===== src/rtl/mlrefresh_pkg.sv =====
package mlrefresh_pkg;

  typedef enum logic [1:0] {
    TOL_EXACT = 2'b00,
    TOL_HD1   = 2'b01,
    TOL_HD2   = 2'b10
  } tol_e;

  // Strobes from control to datapath
  typedef struct packed {
    logic loadHits;   // counted search this cycle
    logic flushAll;   // configuration change: recharge every segment
  } strobe_t;

  // Exact-mode period from segment width
  function automatic int exactPeriod(input int segBits);
    if (segBits <= 2)      return 7;
    else if (segBits <= 4) return 5;
    else                   return 4;
  endfunction

  function automatic int refreshPeriod(input int segBits, input bit xbar,
                                       input logic [1:0] tol);
    int base;
    base = exactPeriod(segBits);
    case (tol)
      TOL_HD1: return xbar ? base + 1 : base + 2;
      TOL_HD2: return xbar ? base + 3 : base + 4;
      default: return base;
    endcase
  endfunction

endpackage


===== src/rtl/mlr_ctrl.sv =====
module mlr_ctrl
  import mlrefresh_pkg::*;
#(
  parameter int NUM_SEG  = 4,
  parameter int SEG_BITS = 8,
  parameter int CROSSBAR = 0,
  parameter int M_W      = $clog2(NUM_SEG + 1),
  parameter int CNT_W    = $clog2(exactPeriod(SEG_BITS) + 5)
) (
  input  logic                 clk,
  input  logic                 rstN,
  input  logic                 searchValid,
  input  logic [M_W-1:0]       cfgApproxSegs,
  input  logic [1:0]           cfgDepth,
  output strobe_t              strb,
  output logic [NUM_SEG-1:0]   fullDue,
  output logic [2*NUM_SEG-1:0] tolCode
);

  logic [M_W-1:0] mIn, mQ;
  logic [1:0]     dIn, dQ;
  logic           flush;

  // Clamp configuration
  assign mIn   = (cfgApproxSegs > M_W'(NUM_SEG)) ? M_W'(NUM_SEG) : cfgApproxSegs;
  assign dIn   = (cfgDepth == 2'b11) ? TOL_HD2 : cfgDepth;
  assign flush = (mIn != mQ) || (dIn != dQ);

  always_ff @(posedge clk) begin
    if (!rstN) begin
      mQ <= '0;
      dQ <= TOL_EXACT;
    end else begin
      mQ <= mIn;
      dQ <= dIn;
    end
  end

  assign strb.loadHits = searchValid && !flush;
  assign strb.flushAll = flush;

  for (genvar i = 0; i < NUM_SEG; i++) begin : g_seg
    logic [1:0]       segTol;
    logic [CNT_W-1:0] per;
    logic [CNT_W-1:0] cnt;
    logic             lastSearch;

    assign segTol = (M_W'(i) < mQ) ? dQ : TOL_EXACT;
    assign tolCode[2*i +: 2] = segTol;

    always_comb per = CNT_W'(refreshPeriod(SEG_BITS, CROSSBAR != 0, segTol));

    assign lastSearch = (cnt == per - CNT_W'(1));
    assign fullDue[i] = searchValid && !flush && lastSearch;

    always_ff @(posedge clk) begin
      if (!rstN || flush)       cnt <= '0;
      else if (searchValid) begin
        if (lastSearch)         cnt <= '0;
        else                    cnt <= cnt + CNT_W'(1);
      end
    end

    // the count never reaches the period
    a_r3_cnt_in_range: assert property (@(posedge clk) disable iff (!rstN)
      cnt < per);
    // a configuration change restarts the count
    a_r7_flush_restarts: assert property (@(posedge clk) disable iff (!rstN)
      flush |=> cnt == '0);
    // idle cycles hold the count
    a_r5_idle_holds: assert property (@(posedge clk) disable iff (!rstN)
      (!searchValid && !flush) |=> $stable(cnt));
    if (i > 0) begin : g_order
      // approximation grows from the lowest segment upward
      a_r6_low_first: assert property (@(posedge clk) disable iff (!rstN)
        (tolCode[2*i +: 2] != TOL_EXACT) |-> (tolCode[2*(i-1) +: 2] != TOL_EXACT));
    end
  end

endmodule


===== src/rtl/mlr_datapath.sv =====
module mlr_datapath
  import mlrefresh_pkg::*;
#(
  parameter int NUM_SEG  = 4,
  parameter int NUM_ROWS = 4,
  localparam int TOT_ROWS = NUM_SEG * NUM_ROWS
) (
  input  logic                clk,
  input  logic                rstN,
  input  strobe_t             strb,
  input  logic [NUM_SEG-1:0]  fullDue,
  input  logic [TOT_ROWS-1:0] hitRows,
  output logic [TOT_ROWS-1:0] selPrecharge,
  output logic [NUM_SEG-1:0]  fullPrecharge
);

  logic [TOT_ROWS-1:0] selNext;
  logic [NUM_SEG-1:0]  fullNext;

  assign fullNext = strb.flushAll ? '1 : fullDue;

  for (genvar s = 0; s < NUM_SEG; s++) begin : g_seg
    // Full recharge of a segment supersedes its selective strobes
    assign selNext[s*NUM_ROWS +: NUM_ROWS] =
      (strb.loadHits && !fullDue[s]) ? hitRows[s*NUM_ROWS +: NUM_ROWS] : '0;

    // never both kinds of strobe on one segment
    a_r8_no_overlap: assert property (@(posedge clk) disable iff (!rstN)
      fullPrecharge[s] |-> (selPrecharge[s*NUM_ROWS +: NUM_ROWS] == '0));
  end

  always_ff @(posedge clk) begin
    if (!rstN) begin
      selPrecharge  <= '0;
      fullPrecharge <= '0;
    end else begin
      selPrecharge  <= selNext;
      fullPrecharge <= fullNext;
    end
  end

  // only rows that hit in the previous cycle are recharged
  a_r2_sel_subset: assert property (@(posedge clk) disable iff (!rstN)
    1'b1 |=> ((selPrecharge & ~$past(hitRows)) == '0));
  // configuration change recharges every segment
  a_r7_flush_all: assert property (@(posedge clk) disable iff (!rstN)
    strb.flushAll |=> (&fullPrecharge && selPrecharge == '0));

endmodule


===== src/rtl/mlrefresh_sched.sv =====
module mlrefresh_sched
  import mlrefresh_pkg::*;
#(
  parameter int NUM_SEG  = 4,
  parameter int SEG_BITS = 8,
  parameter int NUM_ROWS = 4,
  parameter int CROSSBAR = 0,
  localparam int M_W      = $clog2(NUM_SEG + 1),
  localparam int TOT_ROWS = NUM_SEG * NUM_ROWS
) (
  input  logic                 clk,
  input  logic                 rstN,
  input  logic                 searchValid,
  input  logic [TOT_ROWS-1:0]  hitRows,
  input  logic [M_W-1:0]       cfgApproxSegs,
  input  logic [1:0]           cfgDepth,
  output logic [TOT_ROWS-1:0]  selPrecharge,
  output logic [NUM_SEG-1:0]   fullPrecharge,
  output logic [2*NUM_SEG-1:0] tolCode
);

  strobe_t            strb;
  logic [NUM_SEG-1:0] fullDue;

  mlr_ctrl #(
    .NUM_SEG(NUM_SEG), .SEG_BITS(SEG_BITS), .CROSSBAR(CROSSBAR), .M_W(M_W)
  ) u_ctrl (
    .clk(clk), .rstN(rstN), .searchValid(searchValid),
    .cfgApproxSegs(cfgApproxSegs), .cfgDepth(cfgDepth),
    .strb(strb), .fullDue(fullDue), .tolCode(tolCode)
  );

  mlr_datapath #(.NUM_SEG(NUM_SEG), .NUM_ROWS(NUM_ROWS)) u_dp (
    .clk(clk), .rstN(rstN), .strb(strb), .fullDue(fullDue),
    .hitRows(hitRows), .selPrecharge(selPrecharge), .fullPrecharge(fullPrecharge)
  );

endmodule


===== config.mk =====
export PLATFORM = sky130hd
export DESIGN_NAME = mlrefresh_sched
export DESIGN_NICKNAME = d
export VERILOG_FILES = /design/src/rtl/mlrefresh_pkg.sv /design/src/rtl/mlr_ctrl.sv /design/src/rtl/mlr_datapath.sv /design/src/rtl/mlrefresh_sched.sv
export SDC_FILE = /design/constraint.sdc
export NUM_CORES = 1
export LEC_CHECK = 0
export BUFFER_PORTS_ARGS = -buffer_cell sky130_fd_sc_hd__buf_2
export CAP_MARGIN = 10
export CORE_AREA = 2 2 74 76
export DETAILED_ROUTE_END_ITERATION = 16
export DIE_AREA = 0 0 76 78
export HOLD_SLACK_MARGIN = 0.1
export RECOVER_POWER = 25
export SLEW_MARGIN = 40
export SYNTH_ARGS = -nofsm -noshare
export SYNTH_HDL_FRONTEND = slang
export SYNTH_SLANG_ARGS = --single-unit

===== constraint.sdc =====
create_clock -name clk -period 2.72 [get_ports clk]
set_input_delay 0.544 -clock clk [delete_from_list [all_inputs] [get_ports clk]]
set_output_delay 0.544 -clock clk [all_outputs]
set_load 0.01 [all_outputs]

# After elaboration in Yosys (flattened, before gate mapping)
# Cells that the tools add are included.
[op_classes]
n_reduce_logical = 21
mux = 15
magnitude_cmp = 5
addsub = 8
eq_ne = 15
[op_table]
columns = ["cell", "count"]
rows = [
  ["$pmux W4 S2", 4],
  ["$mux W4", 5],
  ["$add A4 B1 Y4 const B", 4],
  ["$eq A4 B4 Y1", 4],
  ["$sub A4 B1 Y4 const B", 4],
  ["$eq A2 B2 Y1 const B", 5],
  ["$mux W2", 5],
  ["$logic_and A1 B1 Y1", 9],
  ["$eq A2 B1 Y1 const B", 4],
  ["$reduce_and A2 Y1", 4],
  ["$logic_not A1 Y1", 6],
  ["$lt A1 B3 Y1 const A", 2],
  ["$lt A2 B3 Y1 const A", 2],
  ["$gt A3 B3 Y1 const B", 1],
  ["$mux W3", 1],
  ["$ne A3 B3 Y1", 1],
  ["$logic_or A1 B1 Y1", 2],
  ["$ne A2 B2 Y1", 1],
]
[totals]
input_bits = 24
register_bits = 41
word_cells = 75
output_inout_bits = 28

# Depth between registers and ports, before layout
# Gate-level depths: netlist of the first run.
[logic_depth]
depth_word = 10
depth_mapped = 9
depth_no_buf = 9

# Modules after synthesis
# A second synthesis of the first run with hierarchy kept.
[unflattened]
cells_unflattened = 189
hier_area_um2 = 1939.4
[modules_own_cells]
columns = ["module", "cells_per_inst", "seq_area_each_um2", "area_each_um2", "instances"]
rows = [
  ["mlr_ctrl", 146, 420.4, 1327.5, 1],
  ["mlr_datapath", 43, 400.4, 611.8, 1],
]

# Worst setup path before layout of the first run
# No wires, ideal clock.
[synth_timing]
path_kind = "reg2reg"
start = "register u_ctrl.mQ[2]"
end = "register u_ctrl.g_seg[2].cnt[2]"
setup_slack_ns = 0.471
synth_period_minus_slack_ns = 2.249
path_stages_with_launch = 10
t_arrival_ns = 2.175
t_required_ns = 2.646
setup_time_ns = 0.074
n_path_buf = 0
path_cell_list = "dfxtp_1 -> o21ai_0 -> inv_1 -> o21ai_0 -> inv_1 -> ha_1 -> and4b_1 -> o311ai_2 -> nand4b_1 -> a31oi_1"
[synth_between]
elab_chain_cells = 7
word_cells_on_any_way = 11
classes_between = "add/sub: 1; order compare: 1; eq/ne: 4; mux: 3; reduce/logical: 2"
[synth_lines]
columns = ["element", "line", "source"]
rows = [
  ["from (decl)", "mlr_ctrl.sv:20", "logic [M_W-1:0] mIn, mQ;"],
  ["from (signal assigned)", "mlr_ctrl.sv:34", "mQ <= mIn;"],
  ["$lt A2 B3 Y1 (*)", "mlr_ctrl.sv:48", "assign segTol = (M_W'(i) < mQ) ? dQ : TOL_EXACT;"],
  ["$mux W2 (*)", "mlr_ctrl.sv:48", ""],
  ["via tolCode[4]", "mlrefresh_sched.sv:19", "output logic [2*NUM_SEG-1:0] tolCode"],
  ["$eq A2 B2 Y1 / $eq A2 B1 Y1 (equally long branches)", "mlrefresh_pkg.sv:26", "case (tol)"],
  ["$pmux W4 S2 (*)", "mlrefresh_pkg.sv:26", ""],
  ["$sub A4 B1 Y4 (*)", "mlr_ctrl.sv:53", "assign lastSearch = (cnt == per - CNT_W'(1));"],
  ["$eq A4 B4 Y1 (*)", "mlr_ctrl.sv:53", ""],
  ["$mux W4 (*)", "mlr_ctrl.sv:59", "if (lastSearch) cnt <= '0;"],
  ["to (signal assigned)", "mlr_ctrl.sv:60", "else cnt <= cnt + CNT_W'(1);"],
  ["to (decl)", "mlr_ctrl.sv:45", "logic [CNT_W-1:0] cnt;"],
]
# The timed path passes the listed nets; every way through them passes the cells marked *.
# A chain may end at the register's enable or synchronous reset.

# Worst setup path after layout of the first run
[layout_timing]
start = "register u_ctrl.mQ[2]"
end = "register u_ctrl.g_seg[0].cnt[2]"
[layout_between]
elab_chain_cells = 7
word_cells_on_any_way = 11
classes_between = "add/sub: 1; order compare: 1; eq/ne: 4; mux: 3; reduce/logical: 2"
[layout_lines]
columns = ["element", "line"]
rows = [
  ["$lt A1 B3 Y1", "mlr_ctrl.sv:48"],
  ["$mux W2", "mlr_ctrl.sv:48"],
  ["$eq A2 B2 Y1 / $eq A2 B1 Y1 (equally long branches)", "mlrefresh_pkg.sv:26"],
  ["$pmux W4 S2", "mlrefresh_pkg.sv:26"],
  ["$sub A4 B1 Y4", "mlr_ctrl.sv:53"],
  ["$eq A4 B4 Y1", "mlr_ctrl.sv:53"],
  ["$mux W4", "mlr_ctrl.sv:59"],
  ["to (signal assigned)", "mlr_ctrl.sv:60"],
  ["to (decl)", "mlr_ctrl.sv:45"],
]
# Several ways; a longest one is shown, not always the timed one.

==> impl_metrics.csv, run 1 <==
group,metric,value,unit
run_status,outcome,"completed",
setup_path,ff2ff_path_depth,8,
route,drc_errors,0,
power_and_ir_drop,powerDensity,496,mW/mm^2
cells_and_area,area_growth_syn_to_layout,21.0,%
logic_synthesis,synth_fa_ha_area_share,7.58,%
timing,post-route-min-period,2.32,ns
timing,rsz0062_at_grt,"false",
grt,use_met2,19.4,%
setup_path,path_class,"reg -> reg",
setup_path,path_cells,"or3_1 > nand2_1 > inv_1 > ha_1 > and4b_1 > o311a_1 > and2_4 > nor4_2",
timing,fmax,431,MHz
cells_and_area,fin_nets,282,
place,dpl_cell_area,0.00231,sq mm
route,wirelength,3970,microns
logic_synthesis,avgSynthCellArea,10.4,sq um
logic_synthesis,ys.flop_type,"dfxtp_1",
cells_and_area,fin_area,0.00240,sq mm
setup_path,worstPathRequired,2.93,ns
place,port_buffers,51,
logic_synthesis,synth-seq-cells,41,
die,pin_count,52,
place,gp_congestion,0.762,
clocking,ctsLongestPathBuffers,2,
clocking,cts_tree,"yes",
route,dr_total_vias,1547,
route,detail-route-antenna-nets,0,
timing,skew,0.00393,ns
cells_and_area,fillers,515,
timing,hold_viol,0,
timing,tightestPinTransition,0.544,ns
clocking,cts.reportedPaths.clkPinSlew,0.08,ns
logic_synthesis,synth-compound-area-share,10.1,%
logic_synthesis,synth_area_leaders,"dfxtp_1 (41%), ha_1 (7.6%), nor3b_1 (4.5%)",
clocking,cts_max_level,2,
power_and_ir_drop,vdd_drop_max,0.276,mV
clocking,cts.repair.resized,0,
die,die_h,78,microns
hold_path,min_path_type,"in -> reg",
grt,grt_max_degree,19,
power_and_ir_drop,p_switching,268,uW
setup_path,crit_arrival,2.53,ns
die,core_area,0.00504,sq mm
grt,use_met1,19.7,%
timing,max-slew-margin-rel,63.8,%
setup_path,startpoint_type,"flop",
logic_synthesis,synth_mux_area_share,1.52,%
route,vias_per_cell,4.90,
cells_and_area,final_layout_size_suffix_gt1_share,26.8,%
grt,overflow,0,
clocking,cts_buffers,5,
logic_synthesis,syn_nets,227,
grt,busiest_layer,"met1",
die,start_util,39.3,%
clocking,cts_hold_buf,0,
logic_synthesis,yosysUniqueCellTypes,44,
timing,finalCritPeriodShare,85.3,%
logic_synthesis,yosysMostFrequentCell,"dfxtp_1",
grt,met3_usage,3.95,%
grt,grt_pass1_vias,1299,
grt,antenna_found_initial,0,
die,die_x,76,microns
setup_path,slowest_delay,0.46,ns
power_and_ir_drop,p_leak,0.00104,uW
power_and_ir_drop,p_int,921,uW
cells_and_area,num_antenna_cells,0,
setup_path,timing.rr.start,"u_ctrl.mQ[2]",
logic_synthesis,synth_common_cells,"dfxtp_1 (41), ha_1 (12), nand2_1 (12), nor2_1 (12), nor3b_1 (12)",
power_and_ir_drop,sw_frac_of_total,22.5,%
logic_synthesis,synth_top_area_share,41.4,%
logic_synthesis,postSynthCellCount,191,
grt,track_usage,13.6,%
logic_synthesis,synth-simple-area-share,29.4,%
setup_path,slowest_stage,"o311a_1",
setup_path,worst_setup_path_end_kind,"flop",
die,die_area,0.00593,sq mm
clocking,cts.sinks,41,
setup_path,crit_start,"u_ctrl.mQ[2]",
power_and_ir_drop,seq_power_share,51.9,%
setup_path,path_max_fanout,9,
logic_synthesis,ys_warn_count,0,
timing,final_max_slew_viol_count,0,
grt,grt_pass1_wl,6490,microns
logic_synthesis,synth_xor_area_share,6.19,%
setup_path,crit_path_end,"u_ctrl.g_seg[0].cnt[2]",
route,avgRoutedWirePerCell,12.6,microns
setup_path,r2r_end,"u_ctrl.g_seg[0].cnt[2]",
flow_run,max_cap_viol_count,0,
place,hpwlAfterDp,2900,microns
route,drt_pre_antenna_iters,5,
timing,fin_tns_setup,0,ns
power_and_ir_drop,combPwrFrac,8.3,%
setup_path,timing.reg2reg.setup_slack,0.40,ns
logic_synthesis,synth_edf_count,0,
logic_synthesis,yosysSeqAreaShare,41.4,%
route,drt_iter0_drc,57,
logic_synthesis,yosysTopAreaCell,"dfxtp_1",
power_and_ir_drop,p_clk_share,39.8,%
die,rows,26,
clocking,root_buffer,"clkbuf_8",
clocking,post_cts_buffers,0,
timing,finalSetupViolations,0,
clocking,clock_latency,0.29,ns
logic_synthesis,synth_top_family_by_area,"simple AND/OR/NAND/NOR gates",
logic_synthesis,synthArstFlopShare,0,%
logic_synthesis,synth_area,0.00198,sq mm
[final cells by class]
type	instances	area [sq um]	share of cell area, %
Clock inverter	2	35.0	1.46
Multi-Input combinational cell	134	1090	45.3
Tap cell	70	87.6	3.65
Sequential cell	41	821	34.2
Clock buffer	5	68.8	2.87
Timing Repair Buffer	54	262	10.9
Inverter	10	37.5	1.57
[worst max-delay path: cells and delay by family, from the launching register on]
kind            cells  cell delay, ns
compound gates      1            0.46
fa+ha+maj           1            0.21
buf+inv             1            0.06
flops               1            0.40
simple gates        5            1.10
[stage by stage]
| stage | total power, uW | hold slack [ns] | setup slack [ns] | utilization [%] | instances |
|---|---|---|---|---|---|
| after global placement | 732 | 0.534 | 0.479 | 45.8 | 309 |
| after CTS | 1210 | 0.456 | 0.378 | 47.9 | 316 |
| final | 1190 | 0.460 | 0.401 | 47.5 | 316 |
| after detailed placement | 733 | 0.540 | 0.408 | 45.8 | 309 |
| after global routing | 1250 | 0.456 | 0.211 | 47.5 | 316 |
| after floorplan | 695 | 0.498 | 0.471 | - | 191 |
[registers in the layout, summed over array words and instances, names as in the netlist]
signal              cells
u_ctrl.dQ               2
u_ctrl.mQ               3
u_dp.selPrecharge      16
u_dp.fullPrecharge      4
u_ctrl.g_seg.cnt       16
[cells in the final DEF, fill, tap and decap left out, types with 3 or more instances in the layout]
cell type  netlist  routed
dfxtp_1         41      41
buf_2            0      38
clkbuf_1         4      13
nand2_1         12      12
nor3b_1         12      12
nor2_1          12      12
ha_1            12      12
inv_1           10      10
xor2_1           9       9
nor3b_2          6       6
xnor2_1          5       5
clkbuf_8         0       5
o21ai_0          4       4
nand3_1          4       4
nor4b_1          3       3
and4b_1          3       3
and2_1           4       3
nand2b_1         3       3
a31oi_1          3       3
a21oi_1          3       3
mux2i_1          3       3
nor3_2           3       3
nand4_1          3       3
a22o_1           3       3
buf_4            0       3
[kinds of logic after synthesis]
logic type      after synthesis
simple gates                 82
flops                        41
compound gates               23
buf+inv                      16
xor+xnor                     14
fa+ha+maj                    12
mux                           3
[per-layer routing]
metal,share of wire (%),vias up,wire [microns]
met1,52,702,2050
met4,1.3,0,52
met3,6.4,7,255
met5,0,-,0
met2,41,49,1620
li1,-,789,-
[how the worst min path moves through the flow]
stage | startpoint | endpoint | slack, ns | cells after the start
floorplan | u_ctrl.g_seg[2].cnt[2] | u_ctrl.g_seg[2].cnt[2] | 0.50 | 2
finish | hitRows[8] | u_dp.selPrecharge[8] | 0.46 | 3
global route | hitRows[9] | u_dp.selPrecharge[9] | 0.46 | 3
global placement | u_ctrl.g_seg[2].cnt[3] | u_ctrl.g_seg[2].cnt[3] | 0.53 | 2
CTS | hitRows[9] | u_dp.selPrecharge[9] | 0.46 | 3
detailed placement | u_ctrl.g_seg[2].cnt[3] | u_ctrl.g_seg[2].cnt[3] | 0.54 | 2
[power by group through the flow]
| stage | Combinational [uW] | Sequential (uW) | Clock (uW) |
|---|---|---|---|
| floorplan | 61.9 | 633 | 0 |
| CTS | 102 | 617 | 489 |
| global placement | 101 | 631 | 0 |
| global route | 110 | 619 | 522 |
| detailed placement | 102 | 632 | 0 |
| finish | 99.1 | 618 | 473 |
(Power assumes the default switching activity.)
==> run 2: changes to the inputs <==
--- a/config.mk
+++ b/config.mk
@@ -7,9 +7,9 @@
 export LEC_CHECK = 0
 export BUFFER_PORTS_ARGS = -buffer_cell sky130_fd_sc_hd__buf_2
 export CAP_MARGIN = 10
-export CORE_AREA = 2 2 74 76
+export CORE_AREA = 2 2 85 87
 export DETAILED_ROUTE_END_ITERATION = 16
-export DIE_AREA = 0 0 76 78
+export DIE_AREA = 0 0 87 89
 export HOLD_SLACK_MARGIN = 0.1
 export RECOVER_POWER = 25
 export SLEW_MARGIN = 40
==> impl_metrics.csv, run 2 (same netlist as run 1, synthesis figures left out) <==
group,metric,value,unit
power_and_ir_drop,power,1220,uW
die,die_h,89,microns
route,avgRoutedWirePerCell,12.5,microns
grt,antenna_found_initial,0,
grt,grt_pass1_vias,1405,
clocking,cts_tree,"yes",
setup_path,r2r_end,"u_ctrl.g_seg[0].cnt[2]",
cells_and_area,final_common_cell,"dfxtp_1",
place,gp_congestion,0.698,
setup_path,timing.reg2reg.setup_slack,0.38,ns
die,core_area,0.00672,sq mm
route,drc_errors,0,
clocking,ctsLongestPathBuffers,2,
setup_path,path_cells,"or3_1 > nand2_1 > inv_1 > ha_1 > and4b_1 > o311a_1 > and2_4 > nor4_2",
clocking,cts_buffers,5,
run_status,outcome,"completed",
cells_and_area,fin_area,0.00242,sq mm
clocking,post_cts_buffers,0,
timing,fmax,427,MHz
place,dp_slack,0.410,ns
clocking,cts.reportedPaths.clkPinSlew,0.09,ns
timing,fin_tns_setup,0,ns
clocking,cts_hold_buf,0,
place,dpl_cell_area,0.00232,sq mm
die,pin_count,52,
power_and_ir_drop,p_leak,0.00104,uW
setup_path,worstPathRequired,2.93,ns
cells_and_area,final_layout_size_suffix_gt1_share,27.1,%
timing,skew,0.00810,ns
setup_path,startpoint_type,"flop",
cells_and_area,num_antenna_cells,0,
hold_path,min_path_type,"in -> reg",
cells_and_area,final_util,36.0,%
timing,rsz0062_at_grt,"false",
power_and_ir_drop,powerDensity,503,mW/mm^2
setup_path,crit_arrival,2.55,ns
setup_path,slowest_stage,"o311a_1",
place,hpwlAfterDp,3050,microns
clocking,cts.sinks,41,
die,die_x,87,microns
grt,grt_max_degree,22,
clocking,cts_max_level,2,
power_and_ir_drop,vdd_drop_max,0.240,mV
cells_and_area,layout_common_cells,"dfxtp_1 (41), buf_2 (38), clkbuf_1 (13)",
route,detail-route-antenna-nets,0,
route,vias_per_cell,4.69,
grt,grt_pass1_wl,6760,microns
route,dr_total_vias,1533,
clocking,cts.repair.resized,0,
timing,max-slew-margin-rel,63.5,%
setup_path,worst_setup_path_end_kind,"flop",
cells_and_area,fillers,708,
timing,finalSetupViolations,0,
timing,final_max_slew_viol_count,0,
setup_path,slowest_delay,0.45,ns
hold_path,hold_depth,3,
clocking,root_buffer,"clkbuf_8",
cells_and_area,fin_nets,282,
setup_path,path_max_fanout,9,
die,start_util,29.5,%
hold_path,min_to,"u_dp.selPrecharge[8]",
cells_and_area,area_growth_syn_to_layout,22.2,%
timing,post-route-min-period,2.34,ns
setup_path,timing.rr.start,"u_ctrl.mQ[2]",
setup_path,ff2ff_path_depth,8,
die,rows,30,
hold_path,hp-start,"hitRows[8]",
timing,tightestPinTransition,0.547,ns
route,drt_iter0_drc,80,
cells_and_area,reg_top3,"u_ctrl.g_seg.cnt (16), u_dp.selPrecharge (16), u_dp.fullPrecharge (4)",
place,port_buffers,51,
clocking,clock_latency,0.30,ns
timing,hold_viol,0,
flow_run,max_cap_viol_count,0,
setup_path,path_class,"reg -> reg",
route,wirelength,4080,microns
die,die_area,0.00774,sq mm
grt,track_usage,11.2,%
grt,overflow,0,
timing,layout_setup_ws,0.379,ns
timing,finalCritPeriodShare,86.0,%
route,drt_pre_antenna_iters,4,
-- run 2: where the power goes --
| group | total, uW | internal (uW) | switching [uW] |
|---|---|---|---|
| clock network | 502 | 275 | 227 |
| registers | 617 | 610 | 7.54 |
| logic | 98.7 | 44.7 | 54.0 |
-- run 2: worst max path at each step --
stage | start | endpoint | depth (start not counted)
after detailed placement | u_ctrl.mQ[2] | u_ctrl.g_seg[0].cnt[2] | 8
final | u_ctrl.mQ[2] | u_ctrl.g_seg[0].cnt[2] | 8
after floorplan | u_ctrl.mQ[2] | u_ctrl.g_seg[2].cnt[2] | 9
after CTS | u_ctrl.mQ[2] | u_ctrl.g_seg[0].cnt[2] | 8
after global routing | u_ctrl.mQ[2] | u_ctrl.g_seg[0].cnt[2] | 8
after global placement | u_ctrl.mQ[2] | u_ctrl.g_seg[0].cnt[2] | 8
-- run 2: final cells by class --
type | count | area [sq um] | area share (%)
multi-input cells | 134 | 1090 | 44.9
flip-flops and latches | 41 | 821 | 33.9
repair buffers | 54 | 262 | 10.8
well taps | 80 | 100 | 4.13
clock buffers | 5 | 68.8 | 2.84
clock inverters | 3 | 46.3 | 1.91
inverters | 10 | 37.5 | 1.55
-- run 2: stage by stage --
step / hold WS (ns) / instances
final: 0.451 / 327
after floorplan: 0.498 / 191
after CTS: 0.444 / 327
after detailed placement: 0.546 / 319
after global placement: 0.535 / 319
after global routing: 0.445 / 327
-- run 2: routing by layer --
metal / track usage [%] / wire length, microns
met3: 4.43 / 330
met1: 15.1 / 2020
met2: 16.7 / 1710
met5: 0 / 0
met4: 3.41 / 22
-- run 2: worst max-delay path: cells and delay by family (launching register included) --
family / cells / cell delay, ns
and+or+nand+nor: 5 / 1.12
AOI/OAI and AO/OA: 1 / 0.45
buffers and inverters: 1 / 0.06
DFF: 1 / 0.40
adders and majority gates: 1 / 0.21
